[src/rtl/rtc_dbuf_pkg.sv]
package rtc_dbuf_pkg;
  localparam int unsigned REG_W    = 8;
  localparam int unsigned NUM_TF   = 7;
  localparam int unsigned TIME_W   = REG_W * NUM_TF;
  localparam int unsigned OFF_W    = 4;
  localparam logic [OFF_W-1:0] OFF_FLAGS = 4'h0;
  localparam logic [OFF_W-1:0] OFF_CALIB = 4'h8;
  localparam logic [OFF_W-1:0] OFF_TIME0 = 4'h9;
  localparam int unsigned BIT_RD   = 0;
  localparam int unsigned BIT_WR   = 1;
  localparam int unsigned BIT_OSC  = 7;

  function automatic logic [REG_W-1:0] tf_mask(int unsigned idx);
    case (idx)
      0, 1:    return 8'h7F;
      2, 4:    return 8'h3F;
      3:       return 8'h07;
      5:       return 8'h1F;
      default: return 8'hFF;
    endcase
  endfunction

  function automatic logic [TIME_W-1:0] tf_mask_all();
    logic [TIME_W-1:0] m;
    for (int unsigned i = 0; i < NUM_TF; i++) m[i*REG_W +: REG_W] = tf_mask(i);
    return m;
  endfunction
endpackage

[src/rtl/rtc_dbuf_decode.sv]
module rtc_dbuf_decode
  import rtc_dbuf_pkg::*;
#(
  parameter int unsigned ADDR_W = 19
) (
  input  logic [ADDR_W-1:0] addr_i,
  output logic              hit_o,
  output logic [OFF_W-1:0]  off_o,
  output logic              is_flags_o,
  output logic              is_calib_o,
  output logic              is_time_o,
  output logic [2:0]        tidx_o
);
  logic [OFF_W-1:0] rel;

  assign hit_o      = &addr_i[ADDR_W-1:OFF_W];
  assign off_o      = addr_i[OFF_W-1:0];
  assign is_flags_o = hit_o && (off_o == OFF_FLAGS);
  assign is_calib_o = hit_o && (off_o == OFF_CALIB);
  assign is_time_o  = hit_o && (off_o >= OFF_TIME0);
  assign rel        = off_o - OFF_TIME0;
  assign tidx_o     = rel[2:0];
endmodule

[src/rtl/rtc_dbuf_ctrl.sv]
module rtc_dbuf_ctrl
  import rtc_dbuf_pkg::*;
(
  input  logic             clk_i,
  input  logic             rst_ni,
  input  logic             wr_en_i,
  input  logic [REG_W-1:0] wdata_i,
  input  logic             is_flags_i,
  input  logic             is_calib_i,
  output logic             r_o,
  output logic             w_o,
  output logic             osc_dis_o,
  output logic             r_clr_o,
  output logic             w_clr_o
);
  logic r_q, w_q, osc_q;
  logic flag_wr;

  assign flag_wr = wr_en_i && is_flags_i;
  // refresh on release only when no write session stays open
  assign r_clr_o = flag_wr && r_q && !wdata_i[BIT_RD] && !wdata_i[BIT_WR];
  assign w_clr_o = flag_wr && w_q && !wdata_i[BIT_WR];

  always_ff @(posedge clk_i or negedge rst_ni) begin
    if (!rst_ni) begin
      r_q   <= 1'b0;
      w_q   <= 1'b0;
      osc_q <= 1'b0;
    end else begin
      if (flag_wr) begin
        r_q <= wdata_i[BIT_RD];
        w_q <= wdata_i[BIT_WR];
      end
      if (wr_en_i && is_calib_i) osc_q <= wdata_i[BIT_OSC];
    end
  end

  assign r_o       = r_q;
  assign w_o       = w_q;
  assign osc_dis_o = osc_q;
endmodule

[src/rtl/rtc_dbuf_shadow.sv]
module rtc_dbuf_shadow
  import rtc_dbuf_pkg::*;
(
  input  logic              clk_i,
  input  logic              rst_ni,
  input  logic              tick_i,
  input  logic              r_i,
  input  logic              w_i,
  input  logic              r_clr_i,
  input  logic              wr_time_i,
  input  logic [2:0]        tidx_i,
  input  logic [REG_W-1:0]  wdata_i,
  input  logic [TIME_W-1:0] live_i,
  output logic [TIME_W-1:0] shadow_o
);
  logic refresh;

  assign refresh = (tick_i && !r_i && !w_i) || r_clr_i;

  for (genvar g = 0; g < NUM_TF; g++) begin : g_field
    localparam logic [REG_W-1:0] MSK = tf_mask(g);
    logic [REG_W-1:0] sh_q;
    always_ff @(posedge clk_i or negedge rst_ni) begin
      if (!rst_ni) begin
        sh_q <= '0;
      end else if (refresh) begin
        sh_q <= live_i[g*REG_W +: REG_W] & MSK;
      end else if (wr_time_i && w_i && (tidx_i == 3'(g))) begin
        sh_q <= wdata_i & MSK;
      end
    end
    assign shadow_o[g*REG_W +: REG_W] = sh_q;
  end
endmodule

[src/rtl/rtc_dbuf_commit.sv]
module rtc_dbuf_commit
  import rtc_dbuf_pkg::*;
(
  input  logic              clk_i,
  input  logic              rst_ni,
  input  logic              w_clr_i,
  input  logic [TIME_W-1:0] shadow_i,
  output logic              load_o,
  output logic [TIME_W-1:0] load_time_o
);
  logic              load_q;
  logic [TIME_W-1:0] base_q;

  always_ff @(posedge clk_i or negedge rst_ni) begin
    if (!rst_ni) begin
      load_q <= 1'b0;
      base_q <= '0;
    end else begin
      load_q <= w_clr_i;
      if (w_clr_i) base_q <= shadow_i;
    end
  end

  assign load_o      = load_q;
  assign load_time_o = base_q;
endmodule

[src/rtl/rtc_dbuf_regs.sv]
module rtc_dbuf_regs
  import rtc_dbuf_pkg::*;
#(
  parameter int unsigned ADDR_W = 19
) (
  input  logic              clk_i,
  input  logic              rst_ni,
  input  logic [ADDR_W-1:0] addr_i,
  input  logic [7:0]        wdata_i,
  input  logic              wr_en_i,
  input  logic              rd_en_i,
  output logic [7:0]        rdata_o,
  input  logic              tick_i,
  input  logic [55:0]       live_time_i,
  output logic              load_o,
  output logic [55:0]       load_time_o,
  output logic              osc_dis_o
);
  logic             hit, is_flags, is_calib, is_time;
  logic [OFF_W-1:0] off;
  logic [2:0]       tidx;
  logic             r_q, w_q, r_clr, w_clr;
  logic [TIME_W-1:0] shadow;
  logic [REG_W-1:0] rd_val, rdata_q;

  rtc_dbuf_decode #(.ADDR_W(ADDR_W)) u_dec (
    .addr_i(addr_i), .hit_o(hit), .off_o(off), .is_flags_o(is_flags),
    .is_calib_o(is_calib), .is_time_o(is_time), .tidx_o(tidx)
  );

  rtc_dbuf_ctrl u_ctrl (
    .clk_i(clk_i), .rst_ni(rst_ni), .wr_en_i(wr_en_i), .wdata_i(wdata_i),
    .is_flags_i(is_flags), .is_calib_i(is_calib), .r_o(r_q), .w_o(w_q),
    .osc_dis_o(osc_dis_o), .r_clr_o(r_clr), .w_clr_o(w_clr)
  );

  rtc_dbuf_shadow u_sh (
    .clk_i(clk_i), .rst_ni(rst_ni), .tick_i(tick_i), .r_i(r_q), .w_i(w_q),
    .r_clr_i(r_clr), .wr_time_i(wr_en_i && is_time), .tidx_i(tidx),
    .wdata_i(wdata_i), .live_i(live_time_i), .shadow_o(shadow)
  );

  rtc_dbuf_commit u_cmt (
    .clk_i(clk_i), .rst_ni(rst_ni), .w_clr_i(w_clr), .shadow_i(shadow),
    .load_o(load_o), .load_time_o(load_time_o)
  );

  always_comb begin
    rd_val = '0;
    if (is_flags) begin
      rd_val[BIT_RD] = r_q;
      rd_val[BIT_WR] = w_q;
    end else if (is_calib) begin
      rd_val[BIT_OSC] = osc_dis_o;
    end else if (is_time) begin
      rd_val = shadow[tidx*REG_W +: REG_W];
    end
  end

  always_ff @(posedge clk_i or negedge rst_ni) begin
    if (!rst_ni)      rdata_q <= '0;
    else if (rd_en_i) rdata_q <= hit ? rd_val : '0;
  end

  assign rdata_o = rdata_q;
endmodule

[config.mk]
export PLATFORM = sky130hd
export DESIGN_NAME = rtc_dbuf_regs
export DESIGN_NICKNAME = d
export VERILOG_FILES = /design/src/rtl/rtc_dbuf_pkg.sv /design/src/rtl/rtc_dbuf_decode.sv /design/src/rtl/rtc_dbuf_ctrl.sv /design/src/rtl/rtc_dbuf_shadow.sv /design/src/rtl/rtc_dbuf_commit.sv /design/src/rtl/rtc_dbuf_regs.sv
export SDC_FILE = /design/constraint.sdc
export NUM_CORES = 1
export LEC_CHECK = 0
export ABC_CLOCK_PERIOD_IN_PS = 2600
export CAP_MARGIN = 5
export CORE_UTILIZATION = 51
export DETAILED_ROUTE_END_ITERATION = 10
export PLACE_DENSITY_LB_ADDON = 0.1
export REMOVE_ABC_BUFFERS = 1
export SYNTH_ARGS = -nofsm -noshare
export SYNTH_HDL_FRONTEND = slang
export SYNTH_SLANG_ARGS = --single-unit
[constraint.sdc]
create_clock -name clk_i -period 2.6 [get_ports clk_i]
set_input_delay 0.26 -clock clk_i [delete_from_list [all_inputs] [get_ports clk_i]]
set_output_delay 0.26 -clock clk_i [all_outputs]
set_load 0.05 [all_outputs]
==> metrics.md <==
| Metric | Value |
|---|---|
| Share of layout cells above drive strength 1 | `0.192` |
| Via count | `3635` |
| Final worst clock skew | `0.0159 ns` |
| Placer Congestion | `0.835` |
| Synth Cell Area | `4880 sq um` |
| Vias per std cell | `approximately 5.3` |
| Most common cell after layout, fill and taps aside | `clkdlybuf4s50_1` |
| Layout area overhead | `35.9%` |
| Largest net degree at the start of global routing | `61` |
| PwrDens | `about 490 nW/um^2` |
| CP startpoint kind | `input port` |
| Cell variety after synth | `40` |
| Grt total ovfl | `0` |
| Seq cells post-synth | `96` |
| FP Rows | `35` |
| Crit-path max cell delay | `0.45 ns` |
| Antenna-violating nets left | `0` |
| CTS Buf Count | `9` |
| First-pass GRT wire length | `19500 um` |
| Fmax | `430 MHz` |
| Clk buf depth | `2` |
| Post-layout min period | `2.33 ns` |
| Tightest Pin Transition | `0.568 ns` |
| Post_cts resized | `0` |
| Run status | `complete, no violations` |
| Required time of the critical path | `2.85 ns` |
| Yosys top cell by area | `dfrtp_1` |
| Worst setup EP type | `register` |
| Die area | `9970 sq um` |
| Terminus of the critical flop-to-flop path | `u_sh.g_field[5].sh_q[1]` |
| Slack of the worst reg-to-reg path | `0.91 ns` |
| Ports | `154` |
| Post-synth EDFFs | `0` |
| Final hold vios | `0` |
| Post-Route Utilization | `0.718` |
| Worst-path clk slew | `between 0.1 and 0.15 ns` |
| Fill count | `roughly 680` |
| Initial DRC count | `148` |
| Clock Latency Late Sink | `~0.37 ns` |
| Vias in the first global route | `3717` |
| Total Wirelength | `12100 um` |
| Sink Count | `96` |
| Hold_ws | `0.413 ns` |
| Die X | `99.9 um` |
| Chip height | `around 100 um` |
| Avg Inst Size Synth | `12.0 sq um` |
| CP max stage cell | `clkdlybuf4s50_1` |
| Tot Pwr | `3.22 mW` |
| Antenna cells | `0` |
| H-tree depth | `3` |
| GRT Total Usage | `0.260` |
| Storage cell area | `roughly 2400 sq um` |
| Final instance area | `approximately 6600 sq um` |
| Crit Path Class | `input port to register` |
| Initial antenna violation count | `0` |
| CTS tree | `yes` |
| Setup violators final | `0` |
| CP Max Fanout | `18` |
| Slew Limit Fails | `0` |
| Reg2Reg Launch Point | `u_ctrl.w_o` |
| Worst reg2reg path depth | `5` |
| Worst Path Arrival | `2.58 ns` |
| Root Driver | `clkbuf_8` |
| Min-delay worst type | `input port to async pin` |
| Met2 usage | `0.436` |
| Drt wl/cell | `approximately 18 um` |
| Number of max-cap violations | `0` |
| First drt pass iteration count | `5` |
| Most frequent cells in the layout | `clkdlybuf4s50_1 (124), dfrtp_1 (96), a21oi_1 (50)` |
| Yosys warns | `0` |
| Residual DRC | `0` |
| Final #Nets | `between 600 and 700` |
| Syn Inst Count | `406` |
| Synth top area share | `0.492` |
| Most Crowded Layer GR | `met2` |
| Area of the core | `between 9000 and 10000 sq um` |
| Peak VDD IR | `0.000354 V` |
| Tcrit/Tclk final | `0.895` |
| Met3 usage | `0.0383` |
| Number of setup buffers added after CTS | `0` |
| Post-synthesis sequential area ratio | `0.492` |
| RSZ-0062 raised after global routing | `false` |
| Async set-reset flop share out of synthesis | `1.00` |
| Cells along the critical path | `clkdlybuf4s50_1 > inv_1 > ha_1 > or3b_1 > nor4_2 > and3_2 > buf_12 > mux2_2` |
| PortBufs | `125` |
| Placed cell area | `6390 sq um` |
| Footprint of the multi-input gates | `between 2000 and 2500 sq um` |
| Ranking of synthesized cells by area | `dfrtp_1 (49%), mux2_4 (12%), mux2i_1 (9.0%)` |
| Detailed Place HPWL | `8520 um` |
| Post-route setup TNS | `0 ns` |
| Static Leak | `3.14 nW` |
| Grt met1 use | `0.347` |
| CTS Hold Buffers Added | `1` |
| Initial Util | `0.529` |
| Slew headroom | `0.621` |
| Primary FF master, synth | `dfrtp_1` |
==> state kept, by name, summed over array words and instances (netlist names) <==
| name | flops |
|---|---|
| u_ctrl.w_o | 1 |
| u_ctrl.osc_dis_o | 1 |
| u_cmt.load_time_o | 42 |
| u_ctrl.r_o | 1 |
| rdata_o | 8 |
| u_cmt.load_o | 1 |
| u_sh.g_field.sh_q | 42 |
==> area by class of cell <==
| cell class | count | area share |
|---|---|---|
| clock buffers | 11 | 0.0228 |
| clock inverters | 5 | 0.0130 |
| inverters | 9 | 0.00509 |
| multi-input cells | 278 | 0.339 |
| flip-flops and latches | 96 | 0.362 |
| well taps | 129 | 0.0243 |
| repair buffers | 157 | 0.234 |
==> cells by family after synthesis <==
kind of cell	synth area share
compound gates	0.0745
xor+xnor	0.00359
fa+ha+maj	0.0128
buf+inv	0.0628
flops	0.492
mux	0.256
other cells	0.000768
simple gates	0.0976
==> layer usage <==
| metal | vias to the layer above | part of all wire | routed length [um] |
|---|---|---|---|
| met5 | - | 0 | 0 |
| met4 | 0 | 0.015 | 185 |
| met3 | 17 | 0.056 | 673 |
| met2 | 135 | 0.48 | 5870 |
| met1 | 1773 | 0.44 | 5380 |
| li1 | 1710 | - | - |
==> worst max-delay path by stage <==
stage / startpoint / endpoint / slack [ns]
CTS: addr_i[1] / u_cmt.load_time_o[21] / 0.27
global route: addr_i[1] / u_cmt.load_time_o[21] / 0.14
detailed placement: addr_i[0] / u_cmt.load_time_o[21] / -0.09
floorplan: addr_i[0] / u_sh.g_field[0].sh_q[0] / -1.72
global placement: addr_i[1] / u_cmt.load_time_o[21] / -0.07
finish: addr_i[0] / u_cmt.load_time_o[21] / 0.27
==> Yosys cell counts (2+ instances only) <==
cell type	instances
buf_4	15
mux2i_1	44
nand2_1	6
nand3_1	12
inv_1	9
dfrtp_1	96
nor2_1	45
a21oi_1	50
nand4_1	6
mux2_2	8
o21ai_0	4
mux2_4	39
a311oi_1	2
nor2b_1	4
buf_12	4
buf_2	7
a31oi_1	3
nor4_1	2
nand3b_1	2
and2_1	2
ha_1	5
clkbuf_1	9
and3_1	6
mux4_2	6
o22ai_1	5
==> metrics by stage <==
stage	cells	worst slack, ns
floorplan	383	-1.72
global placement	668	-0.0744
detailed placement	668	-0.0889
CTS	685	0.274
global route	685	0.143
finish	685	0.273
==> power by group <==
group          switching, mW  total [mW]  leakage [nW]  internal, mW
clock                  0.556        1.16         0.120         0.602
sequential            0.0496        1.60          1.22          1.55
combinational          0.236       0.465          1.79         0.228
total                  0.842        3.22          3.14          2.38
==> worst max-delay path: cells and delay by family <==
family | cells | cell delay (ns)
simple gates | 3 | 1.02
mux | 1 | 0.35
fa+ha+maj | 1 | 0.18
buf+inv | 3 | 0.77
No activity file was read; power rests on OpenSTA's default activity.
